**config.mk**
```make
export PLATFORM = sky130hd
export DESIGN_NAME = mw_eeprom_ctrl
export DESIGN_NICKNAME = d
export VERILOG_FILES = /design/src/rtl/mwe_pkg.sv /design/src/rtl/mwe_phase_timer.sv /design/src/rtl/mwe_frame_engine.sv /design/src/rtl/mw_eeprom_ctrl.sv
export SDC_FILE = /design/constraint.sdc
export NUM_CORES = 1
export LEC_CHECK = 0
export ABC_AREA = 1
export BUFFER_PORTS_ARGS = -buffer_cell sky130_fd_sc_hd__buf_2
export CORE_ASPECT_RATIO = 0.9
export CORE_MARGIN = 4
export CORE_UTILIZATION = 50
export CTS_CLUSTER_SIZE = 14
export DETAILED_ROUTE_END_ITERATION = 10
export PLACE_DENSITY = 0.69
export SLEW_MARGIN = 0
export SYNTH_ARGS = -nofsm -noshare
export SYNTH_HDL_FRONTEND = slang
export SYNTH_HIERARCHICAL = 1
export SYNTH_SLANG_ARGS = --single-unit
```
**constraint.sdc**
```tcl
create_clock -name clk -period 2.1 [get_ports clk]
set_input_delay 0.315 -clock clk [delete_from_list [all_inputs] [get_ports clk]]
set_output_delay 0.315 -clock clk [all_outputs]
set_load 0.01 [all_outputs]
```
**src/rtl/mwe_pkg.sv**
```systemverilog
// Shared constants, types and frame packing for the serial EEPROM master.
// Assumes 16-bit device words and address widths of 8 or 6 bits.
package mwe_pkg;
    localparam int ADDR_W   = 8;
    localparam int NARROW_W = 6;
    localparam int WORD_W   = 16;
    localparam int FRAME_W  = 3 + ADDR_W + WORD_W;
    localparam int LEN_W    = $clog2(FRAME_W + WORD_W + 1);

    typedef enum logic [1:0] {
        OP_READ   = 2'd0,
        OP_WRITE  = 2'd1,
        OP_EXT    = 2'd2,
        OP_DETECT = 2'd3
    } op_t;

    typedef enum logic [2:0] {
        CODE_EXT   = 3'b100,
        CODE_WRITE = 3'b101,
        CODE_READ  = 3'b110
    } code_t;

    typedef enum logic [1:0] {
        SUB_DIS = 2'b00,
        SUB_EN  = 2'b11
    } sub_t;

    typedef enum logic [2:0] {
        SQ_DETECT, SQ_IDLE, SQ_READ, SQ_WEN, SQ_WRITE, SQ_POLL, SQ_WDIS, SQ_EXT
    } seq_t;

    typedef enum logic [2:0] {
        FE_IDLE, FE_PRE, FE_SEL, FE_LO, FE_HI, FE_POLL, FE_END
    } fe_t;

    // Left-aligned frame: code, address (8 or 6 bits), then data
    function automatic logic [FRAME_W-1:0] pack_cmd(input logic [2:0] code,
                                                    input logic [ADDR_W-1:0] addr,
                                                    input logic [WORD_W-1:0] data,
                                                    input logic wide);
        if (wide)
            return {code, addr, data};
        else
            return {code, addr[NARROW_W-1:0], data, {(ADDR_W-NARROW_W){1'b0}}};
    endfunction

    // Sub-code placed in the two most significant address bits
    function automatic logic [ADDR_W-1:0] ext_addr(input logic [1:0] sub, input logic wide);
        if (wide)
            return {sub, {(ADDR_W-2){1'b0}}};
        else
            return {{(ADDR_W-NARROW_W){1'b0}}, sub, {(NARROW_W-2){1'b0}}};
    endfunction
endpackage

```
**src/rtl/mwe_phase_timer.sv**
```systemverilog
// Phase timer: emits a one-cycle tick every DIV clocks; restart re-aligns
// the count so that the first phase after a restart lasts exactly DIV clocks.
// Assumes DIV >= 1.
module mwe_phase_timer #(
    parameter int DIV = 8
) (
    input  logic clk,
    input  logic rst_n,
    input  logic restart,
    output logic tick
);
    localparam int CW = (DIV > 1) ? $clog2(DIV) : 1;
    localparam logic [CW-1:0] LAST = CW'(DIV - 1);

    logic [CW-1:0] cnt;

    // Count clocks within one phase
    always_ff @(posedge clk) begin
        if (!rst_n || restart)
            cnt <= '0;
        else if (cnt == LAST)
            cnt <= '0;
        else
            cnt <= cnt + 1'b1;
    end

    assign tick = (cnt == LAST);
endmodule

```
**src/rtl/mwe_frame_engine.sv**
```systemverilog
// Frame engine: runs one select window on the three-wire link. It holds
// select low for a phase, raises it, then either shifts out_len bits out
// (plus 16 bits in when rx_word) or polls mw_miso for ready, then drops
// select for a closing phase. Assumes start only arrives while idle and
// that tx_bits is left-aligned.
module mwe_frame_engine
    import mwe_pkg::*;
#(
    parameter int POLL_MAX = 20000
) (
    input  logic               clk,
    input  logic               rst_n,
    input  logic               tick,
    input  logic               start,
    input  logic [FRAME_W-1:0] tx_bits,
    input  logic [LEN_W-1:0]   out_len,
    input  logic               rx_word,
    input  logic               poll,
    input  logic               miso,
    output logic               restart,
    output logic               cs,
    output logic               sck,
    output logic               mosi,
    output logic               done,
    output logic [WORD_W-1:0]  rx,
    output logic               expired
);
    localparam int PW = (POLL_MAX > 1) ? $clog2(POLL_MAX) : 1;
    localparam logic [PW-1:0] PLAST = PW'(POLL_MAX - 1);
    localparam logic [LEN_W-1:0] IN_LEN = LEN_W'(WORD_W);

    fe_t                st;
    logic [FRAME_W-1:0] tx;
    logic [LEN_W-1:0]   left;
    logic [LEN_W-1:0]   nin;
    logic               poll_q;
    logic [PW-1:0]      pcnt;

    // Pin levels follow the phase state
    always_comb begin
        cs   = (st == FE_SEL) || (st == FE_LO) || (st == FE_HI) || (st == FE_POLL);
        sck  = (st == FE_HI);
        mosi = ((st == FE_LO) || (st == FE_HI)) ? tx[FRAME_W-1] : 1'b0;
    end

    assign restart = (st == FE_IDLE) && start;

    // Phase sequencing, shifting, sampling and ready polling
    always_ff @(posedge clk) begin
        if (!rst_n) begin
            st      <= FE_IDLE;
            tx      <= '0;
            left    <= '0;
            nin     <= '0;
            poll_q  <= 1'b0;
            pcnt    <= '0;
            rx      <= '0;
            expired <= 1'b0;
            done    <= 1'b0;
        end else begin
            done <= 1'b0;
            case (st)
                FE_IDLE: if (start) begin
                    st      <= FE_PRE;
                    tx      <= tx_bits;
                    left    <= out_len + (rx_word ? IN_LEN : '0);
                    nin     <= rx_word ? IN_LEN : '0;
                    poll_q  <= poll;
                    pcnt    <= '0;
                    expired <= 1'b0;
                end
                FE_PRE: if (tick) st <= FE_SEL;
                FE_SEL: if (tick) st <= poll_q ? FE_POLL : FE_LO;
                FE_LO:  if (tick) st <= FE_HI;
                FE_HI: if (tick) begin
                    if (left <= nin)
                        rx <= {rx[WORD_W-2:0], miso};
                    tx   <= tx << 1;
                    left <= left - 1'b1;
                    st   <= (left == LEN_W'(1)) ? FE_END : FE_LO;
                end
                FE_POLL: if (tick) begin
                    if (miso)
                        st <= FE_END;
                    else if (pcnt == PLAST) begin
                        expired <= 1'b1;
                        st      <= FE_END;
                    end else
                        pcnt <= pcnt + 1'b1;
                end
                FE_END: if (tick) begin
                    st   <= FE_IDLE;
                    done <= 1'b1;
                end
                default: st <= FE_IDLE;
            endcase
        end
    end
endmodule

```
**src/rtl/mw_eeprom_ctrl.sv**
```systemverilog
// Serial EEPROM master top: accepts one request while idle and breaks it
// into frames (read, enable/write/poll/disable, single command, or width
// detection), each run by the frame engine. Assumes the host feeds
// det_wide back as req_wide for the device in use.
module mw_eeprom_ctrl
    import mwe_pkg::*;
#(
    parameter int          DIV      = 8,
    parameter int          POLL_MAX = 20000,
    parameter logic [15:0] WIDE_SIG = 16'h8129
) (
    input  logic              clk,
    input  logic              rst_n,
    input  logic              req_valid,
    input  logic [1:0]        req_op,
    input  logic [ADDR_W-1:0] req_addr,
    input  logic [WORD_W-1:0] req_wdata,
    input  logic              req_enable,
    input  logic              req_wide,
    output logic              idle,
    output logic              rsp_done,
    output logic [WORD_W-1:0] rsp_rdata,
    output logic              rsp_timeout,
    output logic              det_wide,
    output logic              mw_cs,
    output logic              mw_sck,
    output logic              mw_mosi,
    input  logic              mw_miso
);
    localparam logic [LEN_W-1:0] LEN_CMD_W = LEN_W'(3 + ADDR_W);
    localparam logic [LEN_W-1:0] LEN_CMD_N = LEN_W'(3 + NARROW_W);
    localparam logic [LEN_W-1:0] LEN_DAT   = LEN_W'(WORD_W);

    seq_t               sq;
    logic               pending;
    logic               user_q;
    logic [ADDR_W-1:0]  addr_q;
    logic [WORD_W-1:0]  wdata_q;
    logic               en_q;
    logic               wide_q;
    logic               to_q;

    logic               f_start, f_restart, f_tick, f_done, f_expired;
    logic [FRAME_W-1:0] f_tx;
    logic [LEN_W-1:0]   f_len;
    logic [LEN_W-1:0]   cmd_len;
    logic               f_rxw, f_poll;
    logic [WORD_W-1:0]  f_rx;

    assign idle    = (sq == SQ_IDLE);
    assign f_start = pending && (sq != SQ_IDLE);
    assign cmd_len = wide_q ? LEN_CMD_W : LEN_CMD_N;

    // Frame contents for the current sequencer step
    always_comb begin
        f_tx   = '0;
        f_len  = cmd_len;
        f_rxw  = 1'b0;
        f_poll = 1'b0;
        case (sq)
            SQ_DETECT: begin
                f_tx  = pack_cmd(CODE_READ, '0, '0, 1'b1);
                f_len = LEN_CMD_W;
                f_rxw = 1'b1;
            end
            SQ_READ: begin
                f_tx  = pack_cmd(CODE_READ, addr_q, '0, wide_q);
                f_rxw = 1'b1;
            end
            SQ_WEN:   f_tx = pack_cmd(CODE_EXT, ext_addr(SUB_EN, wide_q), '0, wide_q);
            SQ_WRITE: begin
                f_tx  = pack_cmd(CODE_WRITE, addr_q, wdata_q, wide_q);
                f_len = cmd_len + LEN_DAT;
            end
            SQ_POLL: begin
                f_len  = '0;
                f_poll = 1'b1;
            end
            SQ_WDIS:  f_tx = pack_cmd(CODE_EXT, ext_addr(SUB_DIS, wide_q), '0, wide_q);
            SQ_EXT:   f_tx = pack_cmd(CODE_EXT, ext_addr(en_q ? SUB_EN : SUB_DIS, wide_q), '0, wide_q);
            default: ;
        endcase
    end

    // Request acceptance and step-by-step sequencing of frames
    always_ff @(posedge clk) begin
        if (!rst_n) begin
            sq          <= SQ_DETECT;
            pending     <= 1'b1;
            user_q      <= 1'b0;
            addr_q      <= '0;
            wdata_q     <= '0;
            en_q        <= 1'b0;
            wide_q      <= 1'b1;
            to_q        <= 1'b0;
            rsp_done    <= 1'b0;
            rsp_rdata   <= '0;
            rsp_timeout <= 1'b0;
            det_wide    <= 1'b0;
        end else begin
            rsp_done <= 1'b0;
            if (f_start)
                pending <= 1'b0;
            if (sq == SQ_IDLE) begin
                if (req_valid) begin
                    addr_q      <= req_addr;
                    wdata_q     <= req_wdata;
                    en_q        <= req_enable;
                    wide_q      <= req_wide;
                    user_q      <= 1'b1;
                    rsp_timeout <= 1'b0;
                    pending     <= 1'b1;
                    case (req_op)
                        OP_READ:  sq <= SQ_READ;
                        OP_WRITE: sq <= SQ_WEN;
                        OP_EXT:   sq <= SQ_EXT;
                        default:  sq <= SQ_DETECT;
                    endcase
                end
            end else if (f_done) begin
                pending <= 1'b1;
                case (sq)
                    SQ_DETECT: begin
                        det_wide  <= (f_rx == WIDE_SIG);
                        rsp_rdata <= f_rx;
                        rsp_done  <= user_q;
                        pending   <= 1'b0;
                        sq        <= SQ_IDLE;
                    end
                    SQ_READ: begin
                        rsp_rdata <= f_rx;
                        rsp_done  <= 1'b1;
                        pending   <= 1'b0;
                        sq        <= SQ_IDLE;
                    end
                    SQ_WEN:   sq <= SQ_WRITE;
                    SQ_WRITE: sq <= SQ_POLL;
                    SQ_POLL: begin
                        to_q <= f_expired;
                        sq   <= SQ_WDIS;
                    end
                    SQ_WDIS: begin
                        rsp_timeout <= to_q;
                        rsp_done    <= 1'b1;
                        pending     <= 1'b0;
                        sq          <= SQ_IDLE;
                    end
                    default: begin
                        rsp_done <= 1'b1;
                        pending  <= 1'b0;
                        sq       <= SQ_IDLE;
                    end
                endcase
            end
        end
    end

    mwe_phase_timer #(.DIV(DIV)) u_timer (
        .clk     (clk),
        .rst_n   (rst_n),
        .restart (f_restart),
        .tick    (f_tick)
    );

    mwe_frame_engine #(.POLL_MAX(POLL_MAX)) u_frame (
        .clk     (clk),
        .rst_n   (rst_n),
        .tick    (f_tick),
        .start   (f_start),
        .tx_bits (f_tx),
        .out_len (f_len),
        .rx_word (f_rxw),
        .poll    (f_poll),
        .miso    (mw_miso),
        .restart (f_restart),
        .cs      (mw_cs),
        .sck     (mw_sck),
        .mosi    (mw_mosi),
        .done    (f_done),
        .rx      (f_rx),
        .expired (f_expired)
    );
endmodule

```
== Word level (Yosys, flattened, before mapping) ==
Index checks and enable logic that the tools add are counted.

* Logic and storage cells: 153
* Input bits: 32
* Register bits after elaboration: 130
* Output and inout port bits: 23

* $add $sub $neg: 5
* Muxes and demuxes: 58
* Equal/unequal tests: 32
* Bitwise operators: 3
* Reductions and logical operators: 32
* $lt $le $gt $ge: 1

{| class="wikitable"
|+ Operator list
! operator !! number
|-
| $pmux 27 s6 || 1
|-
| $mux 24 || 4
|-
| $mux 15 || 4
|-
| $mux 27 || 2
|-
| $pmux 27 s2 || 1
|-
| $mux 3 || 14
|-
| $pmux 15 s2 || 1
|-
| $eq 3x3->1 const B || 8
|-
| $pmux 3 s7 || 1
|-
| $ne 2x2->1 const B || 9
|-
| $pmux 3 s3 || 2
|-
| $pmux 6 s3 || 1
|-
| $reduce_and 3->1 || 6
|-
| $mux 1 || 17
|-
| $eq 16x16->1 const B || 1
|-
| $mux 8 || 2
|-
| $add 15x1->15 const B || 1
|-
| $eq 15x15->1 const B || 1
|-
| $eq 3x2->1 const B || 4
|-
| $mux 6 || 2
|-
| $pmux 6 s2 || 1
|-
| $reduce_and 5->1 || 2
|-
| $reduce_and 2->1 || 4
|-
| $reduce_and 8->1 || 1
|-
| 24 further kinds || 41
|}

== Depth between registers and ports, before layout ==
Gate-level depths: netlist (run 1).

* Depth after elaboration: 7
* Mapped depth: 12
* Mapped depth without buffers: 11

== Cells and area by module ==
Netlist (run 1), hierarchy kept.

{| class="wikitable"
|+ Modules (own cells, without submodules)
! module !! times used !! sequential area each (um^2) !! cells an instance !! area an instance (um^2)
|-
| mwe_frame_engine || 1 || 1421.4 || 512 || 3517.1
|-
| mw_eeprom_ctrl || 1 || 1021.0 || 348 || 2377.3
|-
| mwe_phase_timer || 1 || 60.1 || 13 || 121.4
|}

== Worst setup path before layout (run 1) ==
No wires, ideal clock.

* Path kind: register to output
* Start point: register u_frame.st[0]
* End point: output port mw_mosi
* Arrival: 1340 ps
* Data required time: 1785 ps
* Setup slack: 445 ps
* Buffers on the path: 2
* Stages on the path, launching flop included: 8
* Path through: dfxtp_1 buf_4 inv_2 nand2_4 nor2_8 clkinv_1 buf_2 a21boi_0

* Cells in the longest elaborated chain, start to end: 3
* Elaborated cells on any way between the ends: 4
* Those cells by class: eq/ne: 2; mux: 1; reduce/logical: 1

{| class="wikitable"
|+ RTL lines
! what !! RTL line !! source
|-
| start, declared || mwe_frame_engine.sv:32 || <nowiki>fe_t st;</nowiki>
|-
| start signal, assigned || mwe_frame_engine.sv:73 || <nowiki>FE_SEL: if (tick) st <= poll_q ? FE_POLL : FE_LO;</nowiki>
|-
| start signal, assigned || mwe_frame_engine.sv:80 || <nowiki>st <= (left == LEN_W'(1)) ? FE_END : FE_LO;</nowiki>
|-
| $eq 3x2->1 or $eq 3x3->1 (tied branches) || mwe_frame_engine.sv:43 || <nowiki>mosi = ((st == FE_LO) || (st == FE_HI)) ? tx[FRAME_W-1] : 1'b0;</nowiki>
|-
| $logic_or 1x1->1 (*) || mwe_frame_engine.sv:43 ||
|-
| $mux 1 (*) || mwe_frame_engine.sv:43 ||
|-
| end, declared || mw_eeprom_ctrl.sv:27 || <nowiki>output logic mw_mosi,</nowiki>
|}

Every way passes the cells marked *; elsewhere a longest branch is shown, timed or not.

== Worst setup path in the final report (run 1) ==
* Start point: register u_frame.st[1]
* End point: output port mw_sck

* Cells in the longest elaborated chain, start to end: 1

{| class="wikitable"
|+ RTL lines
! what !! RTL line !! source
|-
| $eq 3x3->1 || mwe_frame_engine.sv:42 || <nowiki>sck = (st == FE_HI);</nowiki>
|-
| end, declared || mw_eeprom_ctrl.sv:26 || <nowiki>output logic mw_sck,</nowiki>
|}

No other way between the ends.

==> flow_summary.html, run 1 <==
<table>
<tr><th>Metric</th><th>Value</th></tr>
<tr><th colspan="2">Finish</th></tr>
<tr><td>Share of cells above drive strength 1</td><td>14.0%</td></tr>
<tr><td>Area used by multi-input combinational logic</td><td>3030 sq um</td></tr>
<tr><td>Filler instances</td><td>1078</td></tr>
<tr><td>Summed area of non-filler cells in the final layout</td><td>7040 sq um</td></tr>
<tr><td>Ant diodes</td><td>0</td></tr>
<tr><td>P&amp;R area growth vs syn</td><td>17.0%</td></tr>
<tr><td>Non-Filler Instances</td><td>1086</td></tr>
<tr><td>Register Area</td><td>2500 sq um</td></tr>
<tr><td>Post-layout net count</td><td>about 960</td></tr>
<tr><td>Core utilization of the finished layout</td><td>about 60%</td></tr>
<tr><th colspan="2">Placement</th></tr>
<tr><td>Number of I/O port buffers</td><td>54</td></tr>
<tr><td>Cell total after placement</td><td>roughly 1100</td></tr>
<tr><td>Placed inst area</td><td>6390 sq um</td></tr>
<tr><td>Detailed-placement wirelength estimate</td><td>9810 um</td></tr>
<tr><td>Weighted congestion reported at the end of routability-driven placement</td><td>0.842</td></tr>
<tr><th colspan="2">STA</th></tr>
<tr><td>Worst hold slack</td><td>126 ps</td></tr>
<tr><td>Final worst path period need</td><td>between 1500 and 2000 ps</td></tr>
<tr><td>Tcrit/Tclk final</td><td>93.7%</td></tr>
<tr><td>Max-slew headroom</td><td>between 50% and 60%</td></tr>
<tr><td>Count of final max-slew check failures</td><td>0</td></tr>
<tr><td>Clock tree skew after final layout</td><td>7.28 ps</td></tr>
<tr><td>Final setup violation count</td><td>0</td></tr>
<tr><td>Unrepaired setup endpoints after global routing</td><td>false</td></tr>
<tr><td>Slew at the pin closest to its max-slew limit</td><td>between 700 and 800 ps</td></tr>
<tr><td>Highest Clock Rate</td><td>0.508 GHz</td></tr>
<tr><td>Number of failing hold endpoints at the final stage</td><td>0</td></tr>
<tr><td>Accumulated negative setup slack</td><td>0 ps</td></tr>
<tr><th colspan="2">CTS</th></tr>
<tr><td>Clk slew on worst S/H paths</td><td>approximately 60 ps</td></tr>
<tr><td>TritonCTS clock tree</td><td>built</td></tr>
<tr><td>Hold buffer count at CTS</td><td>0</td></tr>
<tr><td>Post CTS Setup Buffer Count</td><td>0</td></tr>
<tr><td>Cts bufs inserted</td><td>17</td></tr>
<tr><td>Clock latency on the worst-skew pair</td><td>about 420 ps</td></tr>
<tr><td>Worst-case clock buffer depth</td><td>2</td></tr>
<tr><td>Htree depth</td><td>4</td></tr>
<tr><td>Root buffer selected by CTS</td><td>sky130_fd_sc_hd__clkbuf_16</td></tr>
<tr><td>Clock sinks</td><td>125</td></tr>
<tr><th colspan="2">Yosys</th></tr>
<tr><td>EDFF count, synth</td><td>0</td></tr>
<tr><td>Yosys top cell by area</td><td>sky130_fd_sc_hd__dfxtp_1</td></tr>
<tr><td>Post-synthesis share of cell area spent on and, or, nand and nor gates</td><td>30.2%</td></tr>
<tr><td>Primary FF master, synth</td><td>sky130_fd_sc_hd__dfxtp_1</td></tr>
<tr><td>Adder and majority gate portion of the synthesized area</td><td>2.08%</td></tr>
<tr><td>Compound-Gate Fraction of Synth Area</td><td>between 15 and 20%</td></tr>
<tr><td>Mapped cell area</td><td>6020 sq um</td></tr>
<tr><td>Synth cell types</td><td>42</td></tr>
<tr><td>Portion of the post-synthesis area used by sequential elements</td><td>41.6%</td></tr>
<tr><td>Leading post-synthesis cells by instance count</td><td>179 x sky130_fd_sc_hd__nand2_1, 172 x sky130_fd_sc_hd__nor2_1, 125 x sky130_fd_sc_hd__dfxtp_1, 98 x sky130_fd_sc_hd__o21ai_0, 51 x sky130_fd_sc_hd__nand3_1</td></tr>
<tr><td>Post-synthesis cell count</td><td>~870</td></tr>
<tr><td>Mapped Avg Cell Area</td><td>6.89 sq um</td></tr>
<tr><td>Async set-or-reset flop fraction in the synthesized netlist</td><td>0%</td></tr>
<tr><td>Xor/xnor share of the synthesized area</td><td>0.437%</td></tr>
<tr><td>Synthesized flop and latch total</td><td>125</td></tr>
<tr><td>Warnings from Yosys</td><td>6</td></tr>
<tr><td>Top cell type's share of synthesized area</td><td>41.6%</td></tr>
<tr><td>Fraction of synthesized area in multiplexers</td><td>0.333%</td></tr>
<tr><td>Cell types occupying the most area after synthesis</td><td>sky130_fd_sc_hd__dfxtp_1 42%, sky130_fd_sc_hd__nand2_1 11%, sky130_fd_sc_hd__nor2_1 11%</td></tr>
<tr><td>Largest family of logic cells by synthesized area</td><td>simple AND/OR/NAND/NOR gates</td></tr>
<tr><td>Most instantiated library cell after synthesis</td><td>sky130_fd_sc_hd__nand2_1</td></tr>
<tr><th colspan="2">Global route</th></tr>
<tr><td>Number of antenna violations at the first check in global routing</td><td>0</td></tr>
<tr><td>Largest net degree at the start of global routing</td><td>61</td></tr>
<tr><td>Vias in the first global route</td><td>about 5300</td></tr>
<tr><td>Total routing resource utilization after global routing</td><td>21.8%</td></tr>
<tr><td>Remaining global-route overflow</td><td>0</td></tr>
<tr><td>Wire length of the first global-routing pass</td><td>approximately 25000 um</td></tr>
<tr><th colspan="2">Min path</th></tr>
<tr><td>Min-Delay Path Class</td><td>input port to flop</td></tr>
<tr><td>Cell count of the worst hold path</td><td>3</td></tr>
<tr><th colspan="2">Drt</th></tr>
<tr><td>Routed Wire Length</td><td>14400 um</td></tr>
<tr><td>Drt via density</td><td>~5.3</td></tr>
<tr><td>Number of vias in the routed layout</td><td>5714</td></tr>
<tr><td>Wire length per cell after detailed routing</td><td>13.3 um</td></tr>
<tr><td>Count of routing violations after the opening detailed-route iteration</td><td>~550</td></tr>
<tr><td>Remaining design rule violation count</td><td>0</td></tr>
<tr><td>Pre-Repair DR Iteration Count</td><td>6</td></tr>
<tr><td>Number of nets with antenna violations after routing</td><td>0</td></tr>
<tr><th colspan="2">Status</th></tr>
<tr><td>Result of the run</td><td>finished, final reports clean</td></tr>
<tr><th colspan="2">Floorplan</th></tr>
<tr><td>Standard cell core area</td><td>between 10000 and 15000 sq um</td></tr>
<tr><td>Die Y</td><td>between 100 and 150 um</td></tr>
<tr><td>Starting utilization of the core area</td><td>51.8%</td></tr>
<tr><td>Width of the die</td><td>124 um</td></tr>
<tr><td>Core Rows</td><td>37</td></tr>
<tr><td>Number of top-level pins</td><td>55</td></tr>
<tr><td>Die ar.</td><td>13900 sq um</td></tr>
<tr><th colspan="2">Power</th></tr>
<tr><td>Peak supply drop</td><td>619 uV</td></tr>
<tr><td>Static power due to leakage</td><td>0.00277 uW</td></tr>
<tr><td>Power Density</td><td>1070 nW/um^2</td></tr>
<tr><th colspan="2">Worst setup path</th></tr>
<tr><td>Crit. End Element</td><td>output pin</td></tr>
<tr><td>Kind of start point of the critical path</td><td>flop</td></tr>
<tr><td>Worst path arrival time</td><td>1650 ps</td></tr>
<tr><td>Category of the critical setup timing path</td><td>flop to output pin</td></tr>
<tr><td>Biggest fanout along the worst timing path</td><td>32</td></tr>
<tr><td>CP Data Required Time</td><td>1780 ps</td></tr>
<tr><td>Worst r2r path cells</td><td>9</td></tr>
<tr><th colspan="2">Run</th></tr>
<tr><td>Max Cap Violations</td><td>0</td></tr>
</table>
-- final cells by class --
type                            count  share of cell area, %
Multi-Input combinational cell    641                   43.1
Sequential cell                   125                   35.6
Tap cell                          156                   2.77
Clock inverter                     13                   3.01
Clock buffer                       19                   6.15
Inverter                           61                   3.34
Timing Repair Buffer               71                   6.01
-- what timing repair did --
item / in CTS / in global routing
setup endpoints to repair: 0 / 2
endpoints found under the hold margin: 0 / 0
gates resized for setup: 0 / 2
-- metal layers --
layer / part of all wire, % / global-route usage (%) / wire length (um)
met1: 49 / 30.6 / 7100
met2: 44 / 32.4 / 6370
met4: 1.1 / 6.64 / 160
met5: 0 / 0 / 0
met3: 5.5 / 6.35 / 790
-- critical path, cell delays in order, from the launching register on --
cell,delay [ps]
sky130_fd_sc_hd__dfxtp_1,400
sky130_fd_sc_hd__inv_4,120
sky130_fd_sc_hd__nand2_4,70
sky130_fd_sc_hd__nor2_8,110
sky130_fd_sc_hd__buf_4,330
sky130_fd_sc_hd__buf_2,200
-- flip-flops by register name, summed over array words and instances, names as in the netlist --
name and cells:
u_frame/rx 16, sq 3, u_frame/pcnt 15, u_timer/cnt 3, u_frame/done 1, en_q 1
u_frame/tx 27, addr_q 8, wdata_q 16, rsp_done 1, u_frame/st 3, pending 1
wide_q 1, det_wide 1, rsp_timeout 1, u_frame/poll_q 1, user_q 1, u_frame/expired 1
u_frame/nin 1, u_frame/left 6, to_q 1, rsp_rdata 16
-- where the power goes --
part / total, uW / internal, uW / switching [uW]
logic: 1550 / 539 / 1010
clock network: 3200 / 2120 / 1090
registers: 2800 / 2630 / 176
total: 7550 / 5280 / 2270
-- through the flow --
step	total power (uW)	setup WS (ps)
3_3_place_gp	4320	299
4_1_cts	7570	107
3_5_place_dp	4370	251
5_1_grt	7950	16.9
6_report	7550	133
2_1_floorplan	4040	445
-- path summary, 6_finish.rpt --
kind / from / end / slack, ps
hold reg to reg: u_timer/cnt[0] / u_timer/cnt[0] / 460
setup reg to reg: u_timer/cnt[0] / u_frame/pcnt[0] / 300
hold / removal: req_wide / wide_q / 130
setup / recovery: u_frame/st[1] / mw_sck / 130
-- logic make-up after synthesis --
family,after synthesis
buffers and inverters,108
adders and majority gates,10
DFF,125
AOI/OAI and AO/OA,193
other,1
muxes,2
xor gates and xnor gates,3
and+or+nand+nor,431
-- cells in the final DEF (no fill, tap or decap), types with 6 or more instances in the layout --
cell type	instances
sky130_fd_sc_hd__dfxtp_1	124
sky130_fd_sc_hd__nand3_1	51
sky130_fd_sc_hd__nor2_1	172
sky130_fd_sc_hd__inv_1	49
sky130_fd_sc_hd__clkbuf_16	17
sky130_fd_sc_hd__nand2_1	179
sky130_fd_sc_hd__a31oi_1	33
sky130_fd_sc_hd__nor3_1	6
sky130_fd_sc_hd__inv_2	8
sky130_fd_sc_hd__buf_2	54
sky130_fd_sc_hd__buf_4	15
sky130_fd_sc_hd__o21ai_0	98
sky130_fd_sc_hd__a21oi_1	46
sky130_fd_sc_hd__ha_1	10
No activity file was read; power rests on OpenSTA's default activity.
==> run 2: changes to the inputs <==
PLACE_DENSITY = 0.74   (was 0.69)
==> run 2 against run 1 <==
  * Power fell by 6.7%
  * Cell count is 0.18% higher
  * Clock power down 14%
  * Sequential cell count is the same
  * Clock-buffer cell count stayed put
==> flow_summary.html, run 2 (synthesis results as in run 1) <==
<table>
<tr><th>Metric</th><th>Value</th></tr>
<tr><th colspan="2">STA</th></tr>
<tr><td>Worst hold slack</td><td>147 ps (was 126 ps)</td></tr>
<tr><td>Number of failing hold endpoints at the final stage</td><td>0 (unchanged)</td></tr>
<tr><td>Final worst path period need</td><td>1970 ps (about the same)</td></tr>
<tr><td>Max-slew headroom</td><td>54.6% (was 53.2%)</td></tr>
<tr><td>Slew at the pin closest to its max-slew limit</td><td>680 ps (was 702 ps)</td></tr>
<tr><td>Accumulated negative setup slack</td><td>0 ps (unchanged)</td></tr>
<tr><td>Clock tree skew after final layout</td><td>8.27 ps (was 7.28 ps)</td></tr>
<tr><td>Final setup violation count</td><td>0 (unchanged)</td></tr>
<tr><td>Highest Clock Rate</td><td>0.506 GHz (was 0.508 GHz)</td></tr>
<tr><td>Unrepaired setup endpoints after global routing</td><td>false (unchanged)</td></tr>
<tr><td>Tcrit/Tclk final</td><td>94.0% (was 93.7%)</td></tr>
<tr><td>Count of final max-slew check failures</td><td>0 (unchanged)</td></tr>
<tr><th colspan="2">Global route</th></tr>
<tr><td>Largest net degree at the start of global routing</td><td>54 (was 61)</td></tr>
<tr><td>Vias in the first global route</td><td>5038 (was 5304)</td></tr>
<tr><td>Wire length of the first global-routing pass</td><td>23100 um (was 24600 um)</td></tr>
<tr><td>Number of antenna violations at the first check in global routing</td><td>0 (unchanged)</td></tr>
<tr><td>Total routing resource utilization after global routing</td><td>20.3% (was 21.8%)</td></tr>
<tr><td>Remaining global-route overflow</td><td>0 (unchanged)</td></tr>
<tr><th colspan="2">Finish</th></tr>
<tr><td>Number of flip-flops under the largest register name</td><td>27 (unchanged)</td></tr>
<tr><td>P&amp;R area growth vs syn</td><td>15.6% (was 17.0%)</td></tr>
<tr><td>Most frequent standard cell in the layout excluding fill and tap cells</td><td>sky130_fd_sc_hd__nand2_1 (unchanged)</td></tr>
<tr><td>Most used cells in the layout excluding fill and tap cells</td><td>179 x sky130_fd_sc_hd__nand2_1, 172 x sky130_fd_sc_hd__nor2_1, 125 x sky130_fd_sc_hd__dfxtp_1 (was 179 x sky130_fd_sc_hd__nand2_1, 172 x sky130_fd_sc_hd__nor2_1, 124 x sky130_fd_sc_hd__dfxtp_1)</td></tr>
<tr><td>Filler instances</td><td>1094 (was 1078)</td></tr>
<tr><td>Summed area of non-filler cells in the final layout</td><td>6960 sq um (was 7040 sq um)</td></tr>
<tr><td>Share of cells above drive strength 1</td><td>14.2% (was 14.0%)</td></tr>
<tr><td>Post-layout net count</td><td>962 (was 959)</td></tr>
<tr><td>Ant diodes</td><td>0 (unchanged)</td></tr>
<tr><td>Non-Filler Instances</td><td>1088 (was 1086)</td></tr>
<tr><td>Biggest register</td><td>u_frame/tx (unchanged)</td></tr>
<tr><th colspan="2">Power</th></tr>
<tr><td>Power Density</td><td>1010 nW/um^2 (was 1070 nW/um^2)</td></tr>
<tr><td>Switching Share</td><td>31.8% (was 30.1%)</td></tr>
<tr><td>Static power due to leakage</td><td>0.00273 uW (was 0.00277 uW)</td></tr>
<tr><td>Sequential share of power</td><td>39.7% (was 37.1%)</td></tr>
<tr><td>Portion of total power attributed to combinational logic</td><td>21.4% (was 20.5%)</td></tr>
<tr><td>Switching Power</td><td>2240 uW (was 2270 uW)</td></tr>
<tr><td>Peak supply drop</td><td>647 uV (was 619 uV)</td></tr>
<tr><td>Internal power consumption</td><td>4800 uW (was 5280 uW)</td></tr>
<tr><td>Part of the power in the clock network</td><td>38.9% (was 42.4%)</td></tr>
<tr><th colspan="2">Worst setup path</th></tr>
<tr><td>WP buf/inv</td><td>3 (unchanged)</td></tr>
<tr><td>Kind of start point of the critical path</td><td>flop (unchanged)</td></tr>
<tr><td>Worst r2r path cells</td><td>7 (was 9)</td></tr>
<tr><td>CP Data Required Time</td><td>1780 ps (about the same)</td></tr>
<tr><td>Category of the critical setup timing path</td><td>flop to output pin (unchanged)</td></tr>
<tr><td>R2r setup slk</td><td>260 ps (was 300 ps)</td></tr>
<tr><td>Crit. End Element</td><td>output pin (unchanged)</td></tr>
<tr><td>Cell family with the largest share of critical-path delay</td><td>buffers and inverters (unchanged)</td></tr>
<tr><td>Cells along the critical path</td><td>inv_4 &gt; nand2_4 &gt; nor2_8 &gt; buf_4 &gt; buf_2 (unchanged)</td></tr>
<tr><td>Number of logic stages on the critical path including buffering</td><td>5 (unchanged)</td></tr>
<tr><td>Slowest Stage Delay on Critical Path</td><td>420 ps (was 400 ps)</td></tr>
<tr><td>Worst Setup EP</td><td>mw_sck (unchanged)</td></tr>
<tr><td>Origin of the critical flop-to-flop path</td><td>u_frame/pcnt[1] (was u_timer/cnt[0])</td></tr>
<tr><td>Slowest library cell on the worst path</td><td>sky130_fd_sc_hd__dfxtp_1 (unchanged)</td></tr>
<tr><td>Endpoint of the worst-slack reg-to-reg timing path</td><td>u_frame/pcnt[8] (was u_frame/pcnt[0])</td></tr>
<tr><td>Beginning of the critical path</td><td>u_frame/st[1] (unchanged)</td></tr>
<tr><td>Worst path arrival time</td><td>1660 ps (was 1650 ps)</td></tr>
<tr><td>Biggest fanout along the worst timing path</td><td>32 (unchanged)</td></tr>
<tr><th colspan="2">Placement</th></tr>
<tr><td>Cell total after placement</td><td>1057 (was 1054)</td></tr>
<tr><td>Weighted congestion reported at the end of routability-driven placement</td><td>0.849 (was 0.842)</td></tr>
<tr><td>Detailed-placement wirelength estimate</td><td>9250 um (was 9810 um)</td></tr>
<tr><td>Placed inst area</td><td>6400 sq um (was 6390 sq um)</td></tr>
<tr><td>Number of I/O port buffers</td><td>54 (unchanged)</td></tr>
<tr><th colspan="2">Run</th></tr>
<tr><td>Max Cap Violations</td><td>0 (unchanged)</td></tr>
<tr><th colspan="2">Drt</th></tr>
<tr><td>Count of routing violations after the opening detailed-route iteration</td><td>429 (was 549)</td></tr>
<tr><td>Pre-Repair DR Iteration Count</td><td>5 (was 6)</td></tr>
<tr><td>Number of vias in the routed layout</td><td>5641 (was 5714)</td></tr>
<tr><td>Remaining design rule violation count</td><td>0 (unchanged)</td></tr>
<tr><td>Routed Wire Length</td><td>13800 um (was 14400 um)</td></tr>
<tr><td>Number of nets with antenna violations after routing</td><td>0 (unchanged)</td></tr>
<tr><td>Drt via density</td><td>5.18 (was 5.26)</td></tr>
<tr><td>Wire length per cell after detailed routing</td><td>12.7 um (was 13.3 um)</td></tr>
<tr><th colspan="2">CTS</th></tr>
<tr><td>Cts bufs inserted</td><td>17 (unchanged)</td></tr>
<tr><td>Root buffer selected by CTS</td><td>sky130_fd_sc_hd__clkbuf_16 (unchanged)</td></tr>
<tr><td>Clock latency on the worst-skew pair</td><td>410 ps (was 420 ps)</td></tr>
<tr><td>Htree depth</td><td>4 (unchanged)</td></tr>
<tr><td>Clock sinks</td><td>125 (unchanged)</td></tr>
<tr><td>Clk slew on worst S/H paths</td><td>60 ps (about the same)</td></tr>
<tr><td>Worst-case clock buffer depth</td><td>2 (unchanged)</td></tr>
<tr><td>Hold buffer count at CTS</td><td>0 (unchanged)</td></tr>
<tr><td>TritonCTS clock tree</td><td>built (unchanged)</td></tr>
<tr><th colspan="2">Floorplan</th></tr>
<tr><td>Die ar.</td><td>13900 sq um (unchanged)</td></tr>
<tr><td>Die Y</td><td>112 um (unchanged)</td></tr>
<tr><td>Starting utilization of the core area</td><td>51.8% (unchanged)</td></tr>
<tr><td>Core Rows</td><td>37 (unchanged)</td></tr>
<tr><td>Number of top-level pins</td><td>55 (unchanged)</td></tr>
<tr><td>Standard cell core area</td><td>11600 sq um (unchanged)</td></tr>
<tr><td>Width of the die</td><td>124 um (unchanged)</td></tr>
<tr><th colspan="2">Min path</th></tr>
<tr><td>Min-Delay Path Class</td><td>input port to flop (unchanged)</td></tr>
<tr><th colspan="2">Status</th></tr>
<tr><td>Result of the run</td><td>finished, final reports clean (unchanged)</td></tr>
</table>
[run 2: cell type report]
class,count,area [sq um],share of cell area [%]
Tap cell,156,195,2.81
Clock buffer,19,443,6.37
Clock inverter,12,114,1.64
Inverter,61,234,3.36
Timing Repair Buffer,74,433,6.22
Sequential cell,125,2500,36.0
Multi-Input combinational cell,641,3030,43.6
[run 2: timing repair]
item	in CTS	in global routing
buffers inserted	0	0
gates resized for setup	0	1
endpoints found under the setup margin	0	1
[run 2: per-stage QoR]
stage                     util, %  power (uW)  setup slack [ps]
final                        59.9        7040               125
after global routing         59.9        7430              32.3
after CTS                    59.9        7080               102
after detailed placement     55.1        4330               348
after global placement       55.1        4300               410
after floorplan                 -        4040               445
[run 2: power groups by stage]
stage | Combinational, uW | Sequential, uW | Clock [uW]
CTS | 1500 | 2790 | 2790
global placement | 1470 | 2830 | 0
finish | 1510 | 2800 | 2740
detailed placement | 1500 | 2840 | 0
floorplan | 1270 | 2770 | 0
global route | 1710 | 2830 | 2890
[run 2: how the worst min path moves through the flow]
stage	from	to	slack, ps	cells after the start
floorplan	u_timer/cnt[0]	u_timer/cnt[0]	400	1
global placement	u_timer/cnt[0]	u_timer/cnt[0]	410	1
detailed placement	u_timer/cnt[0]	u_timer/cnt[0]	410	1
CTS	req_addr[7]	addr_q[7]	140	3
global route	req_wdata[14]	wdata_q[14]	150	3
finish	req_wide	wide_q	150	3
[run 2: layer usage]
layer	part of all wire, %	global-route usage, %	wire length [um]
met5	0	0	0
met4	0.74	5.83	102
met3	5.4	5.69	740
met2	44	30.3	6010
met1	50	28.7	6910
[run 2: worst reg2reg max path, stage by stage (launching register included)]
cell and delay, ps:
sky130_fd_sc_hd__dfxtp_1 370, sky130_fd_sc_hd__ha_1 260, sky130_fd_sc_hd__nand3_1 130, sky130_fd_sc_hd__nor2_1 250
sky130_fd_sc_hd__nand3_1 220, sky130_fd_sc_hd__nand2_2 290, sky130_fd_sc_hd__nand2_1 100, sky130_fd_sc_hd__a21oi_1 150
==> run 3: changes to the inputs <==
==> constraint.sdc (replaced) <==
create_clock -name clk -period 2.1 [get_ports clk]
set_input_delay 0.42 -clock clk [delete_from_list [all_inputs] [get_ports clk]]
set_output_delay 0.42 -clock clk [all_outputs]
set_load 0.01 [all_outputs]
==> run 3 against run 2 <==
  * Via count is 0.92% higher
  * Fmax is 2.9% higher
  * Sequential share of layout area is 0.12 points lower
  * Non-clock buffer count is 1 lower
  * Cell count hardly changed
  * Final area is 0.38% higher
  * Wire length is 1.1% higher
  * Largest power group is now clock
  * Highest routed layer unchanged
==> flow_summary.html, run 3 (synthesis results as in run 1) <==
<table>
<tr><th>Metric</th><th>Value</th></tr>
<tr><th colspan="2">Status</th></tr>
<tr><td>Result of the run</td><td>finished, final reports clean (unchanged)</td></tr>
<tr><th colspan="2">STA</th></tr>
<tr><td>Tcrit/Tclk final</td><td>91.4% (was 94.0%)</td></tr>
<tr><td>Clock tree skew after final layout</td><td>12.9 ps (was 8.27 ps)</td></tr>
<tr><td>Max-slew headroom</td><td>56.1% (was 54.6%)</td></tr>
<tr><td>Accumulated negative setup slack</td><td>0 ps (unchanged)</td></tr>
<tr><td>Count of final max-slew check failures</td><td>0 (unchanged)</td></tr>
<tr><td>Highest Clock Rate</td><td>0.521 GHz (was 0.506 GHz)</td></tr>
<tr><td>Final setup violation count</td><td>0 (unchanged)</td></tr>
<tr><td>Number of failing hold endpoints at the final stage</td><td>0 (unchanged)</td></tr>
<tr><td>Slew at the pin closest to its max-slew limit</td><td>657 ps (was 680 ps)</td></tr>
<tr><td>Unrepaired setup endpoints after global routing</td><td>false (unchanged)</td></tr>
<tr><td>Final worst path period need</td><td>1920 ps (was 1970 ps)</td></tr>
<tr><th colspan="2">Global route</th></tr>
<tr><td>Total routing resource utilization after global routing</td><td>20.7% (was 20.3%)</td></tr>
<tr><td>Largest net degree at the start of global routing</td><td>63 (was 54)</td></tr>
<tr><td>Vias in the first global route</td><td>5115 (was 5038)</td></tr>
<tr><td>Remaining global-route overflow</td><td>0 (unchanged)</td></tr>
<tr><td>Number of antenna violations at the first check in global routing</td><td>0 (unchanged)</td></tr>
<tr><td>Wire length of the first global-routing pass</td><td>23600 um (was 23100 um)</td></tr>
<tr><th colspan="2">Finish</th></tr>
<tr><td>Most used cells in the layout excluding fill and tap cells</td><td>179 x sky130_fd_sc_hd__nand2_1, 172 x sky130_fd_sc_hd__nor2_1, 124 x sky130_fd_sc_hd__dfxtp_1 (was 179 x sky130_fd_sc_hd__nand2_1, 172 x sky130_fd_sc_hd__nor2_1, 125 x sky130_fd_sc_hd__dfxtp_1)</td></tr>
<tr><td>P&amp;R area growth vs syn</td><td>16.1% (was 15.6%)</td></tr>
<tr><td>Core utilization of the finished layout</td><td>60.1% (was 59.9%)</td></tr>
<tr><td>Ant diodes</td><td>0 (unchanged)</td></tr>
<tr><td>Share of cells above drive strength 1</td><td>14.2% (about the same)</td></tr>
<tr><td>Biggest register</td><td>u_frame/tx (unchanged)</td></tr>
<tr><td>Most frequent standard cell in the layout excluding fill and tap cells</td><td>sky130_fd_sc_hd__nand2_1 (unchanged)</td></tr>
<tr><td>Post-layout net count</td><td>961 (was 962)</td></tr>
<tr><td>Number of flip-flops under the largest register name</td><td>27 (unchanged)</td></tr>
<tr><th colspan="2">Floorplan</th></tr>
<tr><td>Die Y</td><td>112 um (unchanged)</td></tr>
<tr><td>Standard cell core area</td><td>11600 sq um (unchanged)</td></tr>
<tr><td>Starting utilization of the core area</td><td>51.8% (unchanged)</td></tr>
<tr><td>Die ar.</td><td>13900 sq um (unchanged)</td></tr>
<tr><td>Core Rows</td><td>37 (unchanged)</td></tr>
<tr><td>Width of the die</td><td>124 um (unchanged)</td></tr>
<tr><td>Number of top-level pins</td><td>55 (unchanged)</td></tr>
<tr><th colspan="2">CTS</th></tr>
<tr><td>TritonCTS clock tree</td><td>built (unchanged)</td></tr>
<tr><td>Clock latency on the worst-skew pair</td><td>410 ps (about the same)</td></tr>
<tr><td>Clock sinks</td><td>125 (unchanged)</td></tr>
<tr><td>Htree depth</td><td>4 (unchanged)</td></tr>
<tr><td>Root buffer selected by CTS</td><td>sky130_fd_sc_hd__clkbuf_16 (unchanged)</td></tr>
<tr><td>Cts bufs inserted</td><td>17 (unchanged)</td></tr>
<tr><td>Post CTS Setup Buffer Count</td><td>0 (unchanged)</td></tr>
<tr><td>Worst-case clock buffer depth</td><td>2 (unchanged)</td></tr>
<tr><td>Clk slew on worst S/H paths</td><td>60 ps (about the same)</td></tr>
<tr><th colspan="2">Worst setup path</th></tr>
<tr><td>Worst path arrival time</td><td>2220 ps (was 1660 ps)</td></tr>
<tr><td>Endpoint of the worst-slack reg-to-reg timing path</td><td>u_frame/rx[11] (was u_frame/pcnt[8])</td></tr>
<tr><td>WP buf/inv</td><td>2 (was 3)</td></tr>
<tr><td>Biggest fanout along the worst timing path</td><td>17 (was 32)</td></tr>
<tr><td>Cell family with the largest share of critical-path delay</td><td>simple AND/OR/NAND/NOR gates (was buffers and inverters)</td></tr>
<tr><td>R2r setup slk</td><td>180 ps (was 260 ps)</td></tr>
<tr><td>Beginning of the critical path</td><td>u_frame/left[4] (was u_frame/st[1])</td></tr>
<tr><td>Kind of start point of the critical path</td><td>flop (unchanged)</td></tr>
<tr><td>Worst r2r path cells</td><td>8 (was 7)</td></tr>
<tr><td>Cells along the critical path</td><td>inv_1 &gt; ha_1 &gt; a31oi_1 &gt; nor2_2 &gt; nand2_2 &gt; clkinv_2 &gt; nor2_1 &gt; nor2_1 (was inv_4 &gt; nand2_4 &gt; nor2_8 &gt; buf_4 &gt; buf_2)</td></tr>
<tr><td>CP Data Required Time</td><td>2400 ps (was 1780 ps)</td></tr>
<tr><td>Slowest Stage Delay on Critical Path</td><td>360 ps (was 420 ps)</td></tr>
<tr><td>Category of the critical setup timing path</td><td>flop to flop (was flop to output pin)</td></tr>
<tr><td>Most common cell on crit path</td><td>sky130_fd_sc_hd__nor2_1</td></tr>
<tr><td>Origin of the critical flop-to-flop path</td><td>u_frame/left[4] (was u_frame/pcnt[1])</td></tr>
<tr><td>Slowest library cell on the worst path</td><td>sky130_fd_sc_hd__dfxtp_1 (unchanged)</td></tr>
<tr><td>Crit. End Element</td><td>flop (was output pin)</td></tr>
<tr><th colspan="2">Power</th></tr>
<tr><td>Static power due to leakage</td><td>0.00274 uW (was 0.00273 uW)</td></tr>
<tr><td>Switching Power</td><td>2280 uW (was 2240 uW)</td></tr>
<tr><td>Sequential share of power</td><td>38.7% (was 39.7%)</td></tr>
<tr><td>Part of the power in the clock network</td><td>39.6% (was 38.9%)</td></tr>
<tr><td>Internal power consumption</td><td>4920 uW (was 4800 uW)</td></tr>
<tr><td>Portion of total power attributed to combinational logic</td><td>21.8% (was 21.4%)</td></tr>
<tr><td>Switching Share</td><td>31.7% (was 31.8%)</td></tr>
<tr><td>Peak supply drop</td><td>790 uV (was 647 uV)</td></tr>
<tr><td>Power Density</td><td>1030 nW/um^2 (was 1010 nW/um^2)</td></tr>
<tr><th colspan="2">Drt</th></tr>
<tr><td>Pre-Repair DR Iteration Count</td><td>5 (unchanged)</td></tr>
<tr><td>Drt via density</td><td>5.24 (was 5.18)</td></tr>
<tr><td>Wire length per cell after detailed routing</td><td>12.8 um (was 12.7 um)</td></tr>
<tr><td>Count of routing violations after the opening detailed-route iteration</td><td>503 (was 429)</td></tr>
<tr><td>Number of vias in the routed layout</td><td>5693 (was 5641)</td></tr>
<tr><td>Number of nets with antenna violations after routing</td><td>0 (unchanged)</td></tr>
<tr><td>Routed Wire Length</td><td>13900 um (was 13800 um)</td></tr>
<tr><td>Remaining design rule violation count</td><td>0 (unchanged)</td></tr>
<tr><th colspan="2">Min path</th></tr>
<tr><td>Min-Delay Path Class</td><td>input port to flop (unchanged)</td></tr>
<tr><td>Start point of the worst min-delay path</td><td>req_wide (unchanged)</td></tr>
<tr><td>Cell count of the worst hold path</td><td>3 (unchanged)</td></tr>
<tr><td>Worst min-delay path endpoint</td><td>wide_q (unchanged)</td></tr>
<tr><th colspan="2">Placement</th></tr>
<tr><td>Number of I/O port buffers</td><td>54 (unchanged)</td></tr>
<tr><td>Weighted congestion reported at the end of routability-driven placement</td><td>0.868 (was 0.849)</td></tr>
<tr><td>Detailed-placement wirelength estimate</td><td>9120 um (was 9250 um)</td></tr>
<tr><th colspan="2">Run</th></tr>
<tr><td>Max Cap Violations</td><td>0 (unchanged)</td></tr>
</table>
-- run 3: worst max-delay path by stage --
stage,end,slack [ps],cells after the start
finish,u_frame/rx[11],180,8
global placement,u_frame/rx[0],300,8
floorplan,mw_mosi,340,7
CTS,mw_sck,40,4
detailed placement,u_frame/rx[0],240,8
global route,u_frame/rx[11],30,8
-- run 3: final cells by class --
class	count	area [sq um]
Multi-Input combinational cell	641	3030
Sequential cell	125	2500
Clock inverter	13	144
Fill cell	1076	4640
Clock buffer	18	429
Timing Repair Buffer	73	442
Tap cell	156	195
Inverter	61	234
-- run 3: layer usage --
metal | vias up | part of all wire (%) | global-route usage (%)
li1 | 2941 | - | -
met4 | 0 | 0.88 | 5.98
met5 | - | 0 | 0
met2 | 131 | 44 | 30.5
met1 | 2609 | 51 | 29.9
met3 | 12 | 4.9 | 5.14
-- run 3: power by group through the flow --
| stage | clock (uW) | sequential, uW | combinational (uW) |
|---|---|---|---|
| finish | 2850 | 2780 | 1570 |
| global route | 2990 | 2810 | 1770 |
| CTS | 2880 | 2780 | 1550 |
| detailed placement | 0 | 2820 | 1550 |
| global placement | 0 | 2820 | 1530 |
| floorplan | 0 | 2770 | 1270 |
-- run 3: tightest hold or removal path: stages --
cell and delay, ps:
sky130_fd_sc_hd__buf_2 80, sky130_fd_sc_hd__nand2_1 50, sky130_fd_sc_hd__o211ai_1 70
-- run 3: stage by stage --
stage	std cells	hold WS [ps]	setup WS, ps	instance area, sq um	total power [uW]
after CTS	1087	231	38.7	6980	7210
after floorplan	874	397	340	6020	4040
after global routing	1087	259	29.4	6980	7580
final	1087	245	181	6980	7200
after global placement	1056	405	299	6400	4340
after detailed placement	1056	416	241	6400	4360
-- run 3: repair_timing --
item                       CTS  global route
setup endpoints to repair    0             2
resized for setup            0             2
hold buffers                 0             0
